==> src/rtl/cantx_pkg.sv <==
package cantx_pkg;
  localparam int unsigned OFF_ID  = 32'h30;
  localparam int unsigned OFF_DLC = 32'h34;
  localparam int unsigned OFF_DW1 = 32'h38;
  localparam int unsigned OFF_DW2 = 32'h3C;

  typedef struct packed {
    logic [31:0] id;
    logic [3:0]  dlc;
    logic [31:0] dw1;
    logic [31:0] dw2;
  } txFrame_t;

  typedef struct packed {
    logic loadId;
    logic loadDlc;
    logic loadDw1;
    logic loadDw2;
    logic push;
    logic pop;
  } stageCtl_t;
endpackage

==> src/rtl/cantx_store.sv <==
module cantx_store
  import cantx_pkg::*;
#(
  parameter int DEPTH = 4,
  parameter int PTR_W = 2
) (
  input  logic             clk,
  input  logic             rstN,
  input  stageCtl_t        ctl,
  input  logic [31:0]      wrData,
  input  logic [PTR_W-1:0] wrPtr,
  input  logic [PTR_W-1:0] rdPtr,
  output logic             isRemote,
  output txFrame_t         headFrame
);
  logic [31:0] stId, stDw1, stDw2;
  logic [3:0]  stDlc;
  txFrame_t    commitFrame;
  txFrame_t    slots [DEPTH];

  always_ff @(posedge clk) begin
    if (!rstN) begin
      stId  <= '0;
      stDlc <= '0;
      stDw1 <= '0;
      stDw2 <= '0;
    end else begin
      if (ctl.loadId)  stId  <= wrData;
      if (ctl.loadDlc) stDlc <= wrData[31:28];
      if (ctl.loadDw1) stDw1 <= wrData;
      if (ctl.loadDw2) stDw2 <= wrData;
    end
  end

  // extended: remote request bit 0; standard: substitute bit 20
  assign isRemote = stId[19] ? stId[0] : stId[20];

  always_comb begin
    commitFrame.id  = stId;
    commitFrame.dlc = ctl.loadDlc ? wrData[31:28] : stDlc;
    commitFrame.dw1 = ctl.loadDw1 ? wrData : stDw1;
    commitFrame.dw2 = ctl.loadDw2 ? wrData : stDw2;
  end

  for (genvar i = 0; i < DEPTH; i++) begin : g_slot
    always_ff @(posedge clk) begin
      if (!rstN) slots[i] <= '0;
      else if (ctl.push && wrPtr == PTR_W'(i)) slots[i] <= commitFrame;
    end
  end

  assign headFrame = slots[rdPtr];

  // staged ID only moves on its own strobe
  a_r9_stage_hold: assert property (@(posedge clk) disable iff (!rstN)
    !ctl.loadId |=> $stable(stId));
endmodule

==> src/rtl/cantx_ctrl.sv <==
module cantx_ctrl
  import cantx_pkg::*;
#(
  parameter int DEPTH  = 4,
  parameter int ADDR_W = 8,
  parameter int PTR_W  = 2
) (
  input  logic              clk,
  input  logic              rstN,
  input  logic              wrEn,
  input  logic [ADDR_W-1:0] wrAddr,
  input  logic              popEn,
  input  logic              isRemote,
  output stageCtl_t         ctl,
  output logic [PTR_W-1:0]  wrPtr,
  output logic [PTR_W-1:0]  rdPtr,
  output logic              full,
  output logic              empty,
  output logic              overflow
);
  localparam int CNT_W = $clog2(DEPTH + 1);
  localparam bit POW2  = (DEPTH == (1 << PTR_W));

  logic [CNT_W-1:0] count;
  logic hitId, hitDlc, hitDw1, hitDw2, commitReq;
  logic [PTR_W-1:0] wrNext, rdNext;

  assign hitId  = wrEn && (wrAddr == ADDR_W'(OFF_ID));
  assign hitDlc = wrEn && (wrAddr == ADDR_W'(OFF_DLC));
  assign hitDw1 = wrEn && (wrAddr == ADDR_W'(OFF_DW1));
  assign hitDw2 = wrEn && (wrAddr == ADDR_W'(OFF_DW2));

  assign commitReq = (hitDlc && isRemote) || (hitDw2 && !isRemote);

  assign full  = (count == CNT_W'(DEPTH));
  assign empty = (count == '0);

  always_comb begin
    ctl.loadId  = hitId;
    ctl.loadDlc = hitDlc;
    ctl.loadDw1 = hitDw1;
    ctl.loadDw2 = hitDw2;
    ctl.push    = commitReq && !full;
    ctl.pop     = popEn && !empty;
  end

  if (POW2) begin : g_wrapNatural
    assign wrNext = wrPtr + 1'b1;
    assign rdNext = rdPtr + 1'b1;
  end else begin : g_wrapCompare
    assign wrNext = (wrPtr == PTR_W'(DEPTH - 1)) ? '0 : wrPtr + 1'b1;
    assign rdNext = (rdPtr == PTR_W'(DEPTH - 1)) ? '0 : rdPtr + 1'b1;
  end

  always_ff @(posedge clk) begin
    if (!rstN) begin
      count    <= '0;
      wrPtr    <= '0;
      rdPtr    <= '0;
      overflow <= 1'b0;
    end else begin
      if (ctl.push) wrPtr <= wrNext;
      if (ctl.pop)  rdPtr <= rdNext;
      case ({ctl.push, ctl.pop})
        2'b10:   count <= count + 1'b1;
        2'b01:   count <= count - 1'b1;
        default: count <= count;
      endcase
      if (commitReq && full) overflow <= 1'b1;
    end
  end

  // flags never both set
  a_r1_flags_exclusive: assert property (@(posedge clk) disable iff (!rstN)
    !(full && empty));
  // remote frame completes on the length write
  a_r3_remote_dlc_commit: assert property (@(posedge clk) disable iff (!rstN)
    (hitDlc && isRemote && !full) |-> ctl.push);
  // data frame is not queued by the length write
  a_r2_data_dlc_no_commit: assert property (@(posedge clk) disable iff (!rstN)
    (hitDlc && !isRemote) |-> !ctl.push);
  // last pop empties the queue
  a_r6_empty_after_last: assert property (@(posedge clk) disable iff (!rstN)
    (count == CNT_W'(1) && ctl.pop && !ctl.push) |=> empty);
  // overflow is sticky
  a_r7_overflow_sticky: assert property (@(posedge clk) disable iff (!rstN)
    overflow |=> overflow);
  // full queue stays full without a pop
  a_r7_full_holds: assert property (@(posedge clk) disable iff (!rstN)
    (full && !popEn) |=> full);
endmodule

==> src/rtl/cantx_frame_queue.sv <==
module cantx_frame_queue
  import cantx_pkg::*;
#(
  parameter int DEPTH  = 4,
  parameter int ADDR_W = 8
) (
  input  logic              clk,
  input  logic              rstN,
  input  logic              wrEn,
  input  logic [ADDR_W-1:0] wrAddr,
  input  logic [31:0]       wrData,
  input  logic              popEn,
  output logic              txEmpty,
  output logic              txFull,
  output logic              txOverflow,
  output logic [31:0]       headId,
  output logic [3:0]        headDlc,
  output logic [31:0]       headDw1,
  output logic [31:0]       headDw2
);
  localparam int PTR_W = (DEPTH > 1) ? $clog2(DEPTH) : 1;

  stageCtl_t        ctl;
  logic [PTR_W-1:0] wrPtr, rdPtr;
  logic             isRemote;
  txFrame_t         headFrame;

  cantx_ctrl #(.DEPTH(DEPTH), .ADDR_W(ADDR_W), .PTR_W(PTR_W)) u_ctrl (
    .clk(clk), .rstN(rstN), .wrEn(wrEn), .wrAddr(wrAddr), .popEn(popEn),
    .isRemote(isRemote), .ctl(ctl), .wrPtr(wrPtr), .rdPtr(rdPtr),
    .full(txFull), .empty(txEmpty), .overflow(txOverflow)
  );

  cantx_store #(.DEPTH(DEPTH), .PTR_W(PTR_W)) u_store (
    .clk(clk), .rstN(rstN), .ctl(ctl), .wrData(wrData), .wrPtr(wrPtr),
    .rdPtr(rdPtr), .isRemote(isRemote), .headFrame(headFrame)
  );

  assign headId  = headFrame.id;
  assign headDlc = headFrame.dlc;
  assign headDw1 = headFrame.dw1;
  assign headDw2 = headFrame.dw2;
endmodule

==> config.mk <==
export PLATFORM = sky130hd
export DESIGN_NAME = cantx_frame_queue
export DESIGN_NICKNAME = d
export VERILOG_FILES = /design/src/rtl/cantx_pkg.sv /design/src/rtl/cantx_store.sv /design/src/rtl/cantx_ctrl.sv /design/src/rtl/cantx_frame_queue.sv
export SDC_FILE = /design/constraint.sdc
export NUM_CORES = 1
export LEC_CHECK = 0
export BUFFER_PORTS_ARGS = -buffer_cell sky130_fd_sc_hd__buf_2
export CORE_ASPECT_RATIO = 0.75
export CORE_MARGIN = 5
export CORE_UTILIZATION = 30
export DETAILED_ROUTE_END_ITERATION = 8
export SLEW_MARGIN = 20
export SYNTH_ARGS = -nofsm -noshare
export SYNTH_HDL_FRONTEND = slang
export SYNTH_SLANG_ARGS = --single-unit
==> constraint.sdc <==
create_clock -name clk -period 12.7 [get_ports clk]
set_clock_uncertainty 0.15 [all_clocks]
set_input_delay 0.635 -clock clk [delete_from_list [all_inputs] [get_ports clk]]
set_output_delay 0.635 -clock clk [all_outputs]
set_load 0.02 [all_outputs]
==> flow_summary.ini <==
[synth]
synthArstFlopShare = 0
synth_cell_types = 35
ys_top_cells_by_area = edfxtp_1 57%, mux4_2 11%, dfxtp_1 10%
yosysTopAreaCell = edfxtp_1
ys_dominant_reg_cell = edfxtp_1
syn_inst = 1405
synth_seq_area_share = 0.672
synth_edf_count = 400
yosysMostFrequentCell = edfxtp_1
synth-seq-cells = 510
syn_avg_cell_area_sq_um = 15.1
synth_top_area_share = 0.568
synth_common_cells = 400 x edfxtp_1, 273 x nor2_1, 133 x and2_1, 110 x dfxtp_1, 100 x mux4_2
syn_nets = 1455
yosysWarnings = 0
synthesis.area_sq_mm = 0.0212

[sta]
rsz0062_at_grt = false
tightest_slew_ps = 1100
fin_crit_sh = 0.361
final_max_slew_viol_count = 0
hold_viol = 0
period_minus_slack_ps = 4590
max_freq_ghz = 0.218
worst_slack_ps = 8110
fin_tns_setup_ps = 0
setup_viol = 0
relSlewSlack = 0.264

[global_routing]
grt_use_total = 0.143
grt_pass1_wl_um = 80800
grt_pass1_vias = 11800
overflow = 0
grt_max_degree = 102
grt_antenna_before_repair = 9

[clock_network]
cts-root-buf = clkbuf_16
postCtsSetupBuffers = 0
cts_tree = done
cts_buffers = 53
numClockSinks = 510
cts_resized = 0
cts_hold_buf = 0
clk_pin_slew_worst_paths_ps = 60
cts_max_path_buffers = 3
insertion_delay_ps = 600
cts_max_level = 2

[floorplanning]
dieArea_sq_mm = 0.0760
initial_utilization = 0.302
num_rows = 84
die_w_um = 317
die_h_um = 240
pin_count = 147
core_area_sq_mm = 0.0700

[routing]
detail-route-antenna-nets = 0
drtPass1Iterations = 5
routedWlPerCell_um = 21.8
avgViaCountPerCell = 4.72
drt_iter0_drc = 917
via_count = 12000
drc_errors = 0
wl_um = 55100

[setup_path]
critPathArrivalTime_ps = 3810
crit_required_ps = 11910
critPathKind = reg -> out
cp-start-kind = register
end_kind = output port
crit_fanout = 38

[placed_design]
io_buffers = 146
dp_hpwl_um = 32200
gp_congestion = 0.752
placed_cells = 2430
pre_cts_slack_ps = 7850

[run]
maxCapViolCount = 0

[layout]
drive_gt1_frac = 0.243
area_growth_pct = 16.3
fin_cells = 2533
fillCellCount = 6747
fin_nets = 1590

[power]
peakVddDrop_mv = 0.0868
p_leak_uw = 0.00816
powerDensity_mw_per_mm2 = 140

[status]
status = finished clean

[hold_path]
hp-class = in -> reg
## where the power goes
| group | total (uW) | switching [uW] | internal, uW |
|---|---|---|---|
| logic | 127 | 89.3 | 38.0 |
| clock network | 1470 | 638 | 833 |
| registers | 1850 | 11.4 | 1840 |
## placed cells by master (no fill, tap or decap), types with 8 or more instances in the layout
cell	instances
mux2i_1	41
mux4_2	100
a21boi_0	20
edfxtp_1	400
clkbuf_16	53
buf_4	25
dfxtp_1	108
nand2_1	72
nor2_1	273
a21boi_1	13
and2_1	133
buf_2	145
mux2i_4	30
inv_1	11
clkbuf_1	18
clkinv_1	8
nor2b_1	69
## worst paths after layout
path,startpoint,to,slack (ps),cells past startpoint
worst min register to register,u_store.stId[30],u_store.stId[30],330,2
worst max-delay path,register,headDw2[31],8110,4
worst min-delay path,wrData[20],u_store.stId[20],200,3
worst max register to register,u_store.stId[19],u_store.slots[2][47],8410,6
## cell families (layout without fill, tap and decap cells)
logic type	after synthesis	after routing	share of synthesized area
AOI/OAI and AO/OA	41	41	0.0140
adders and majority gates	6	6	0.00390
xor gates and xnor gates	5	5	0.00207
DFF	510	510	0.672
and+or+nand+nor	570	570	0.130
muxes	171	171	0.158
buffers and inverters	102	281	0.0204
other	0	3	0
## critical path: stages (launching register included)
cell and delay [ps]:
dfxtp_4 820, buf_4 780, buf_4 660, mux4_2 690
buf_2 200
## sequential cells by signal, summed over array words and instances (netlist names), named ones only
| name | flops |
|---|---|
| u_ctrl.count | 3 |
| u_ctrl.overflow | 1 |
| u_ctrl.rdPtr | 2 |
| u_ctrl.wrPtr | 2 |
| u_store.slots | 400 |
| u_store.stDlc | 4 |
| u_store.stDw1 | 32 |
| u_store.stDw2 | 32 |
| u_store.stId | 32 |
## cell type report
cell class,instances,area (sq um),area share
Antenna cell,3,7.51,0.000305
Clock buffer,78,1490,0.0605
Clock inverter,21,153,0.00620
Inverter,11,41.3,0.00168
Multi-Input combinational cell,793,6580,0.267
Sequential cell,510,14200,0.578
Tap cell,946,1180,0.0481
Timing Repair Buffer,171,941,0.0382
## per-stage QoR
step                      utilization  total power, uW  cell area (sq um)  hold slack [ps]
after floorplan                     -             1960              21200              301
after global placement          0.328             2010              22900              314
after detailed placement        0.328             2010              22900              324
after CTS                       0.351             3480              24600              156
after global routing            0.352             3560              24600              182
final                           0.352             3450              24600              200
## routing by layer
metal / part of all wire / up-vias / global-route usage
met4: 0.021 / 4 / 0.0374
met2: 0.43 / 352 / 0.208
met1: 0.48 / 6182 / 0.218
met5: 0.0011 / - / 0
li1: - / 5339 / -
met3: 0.064 / 78 / 0.0294
Power figures use the tool's default switching activity.
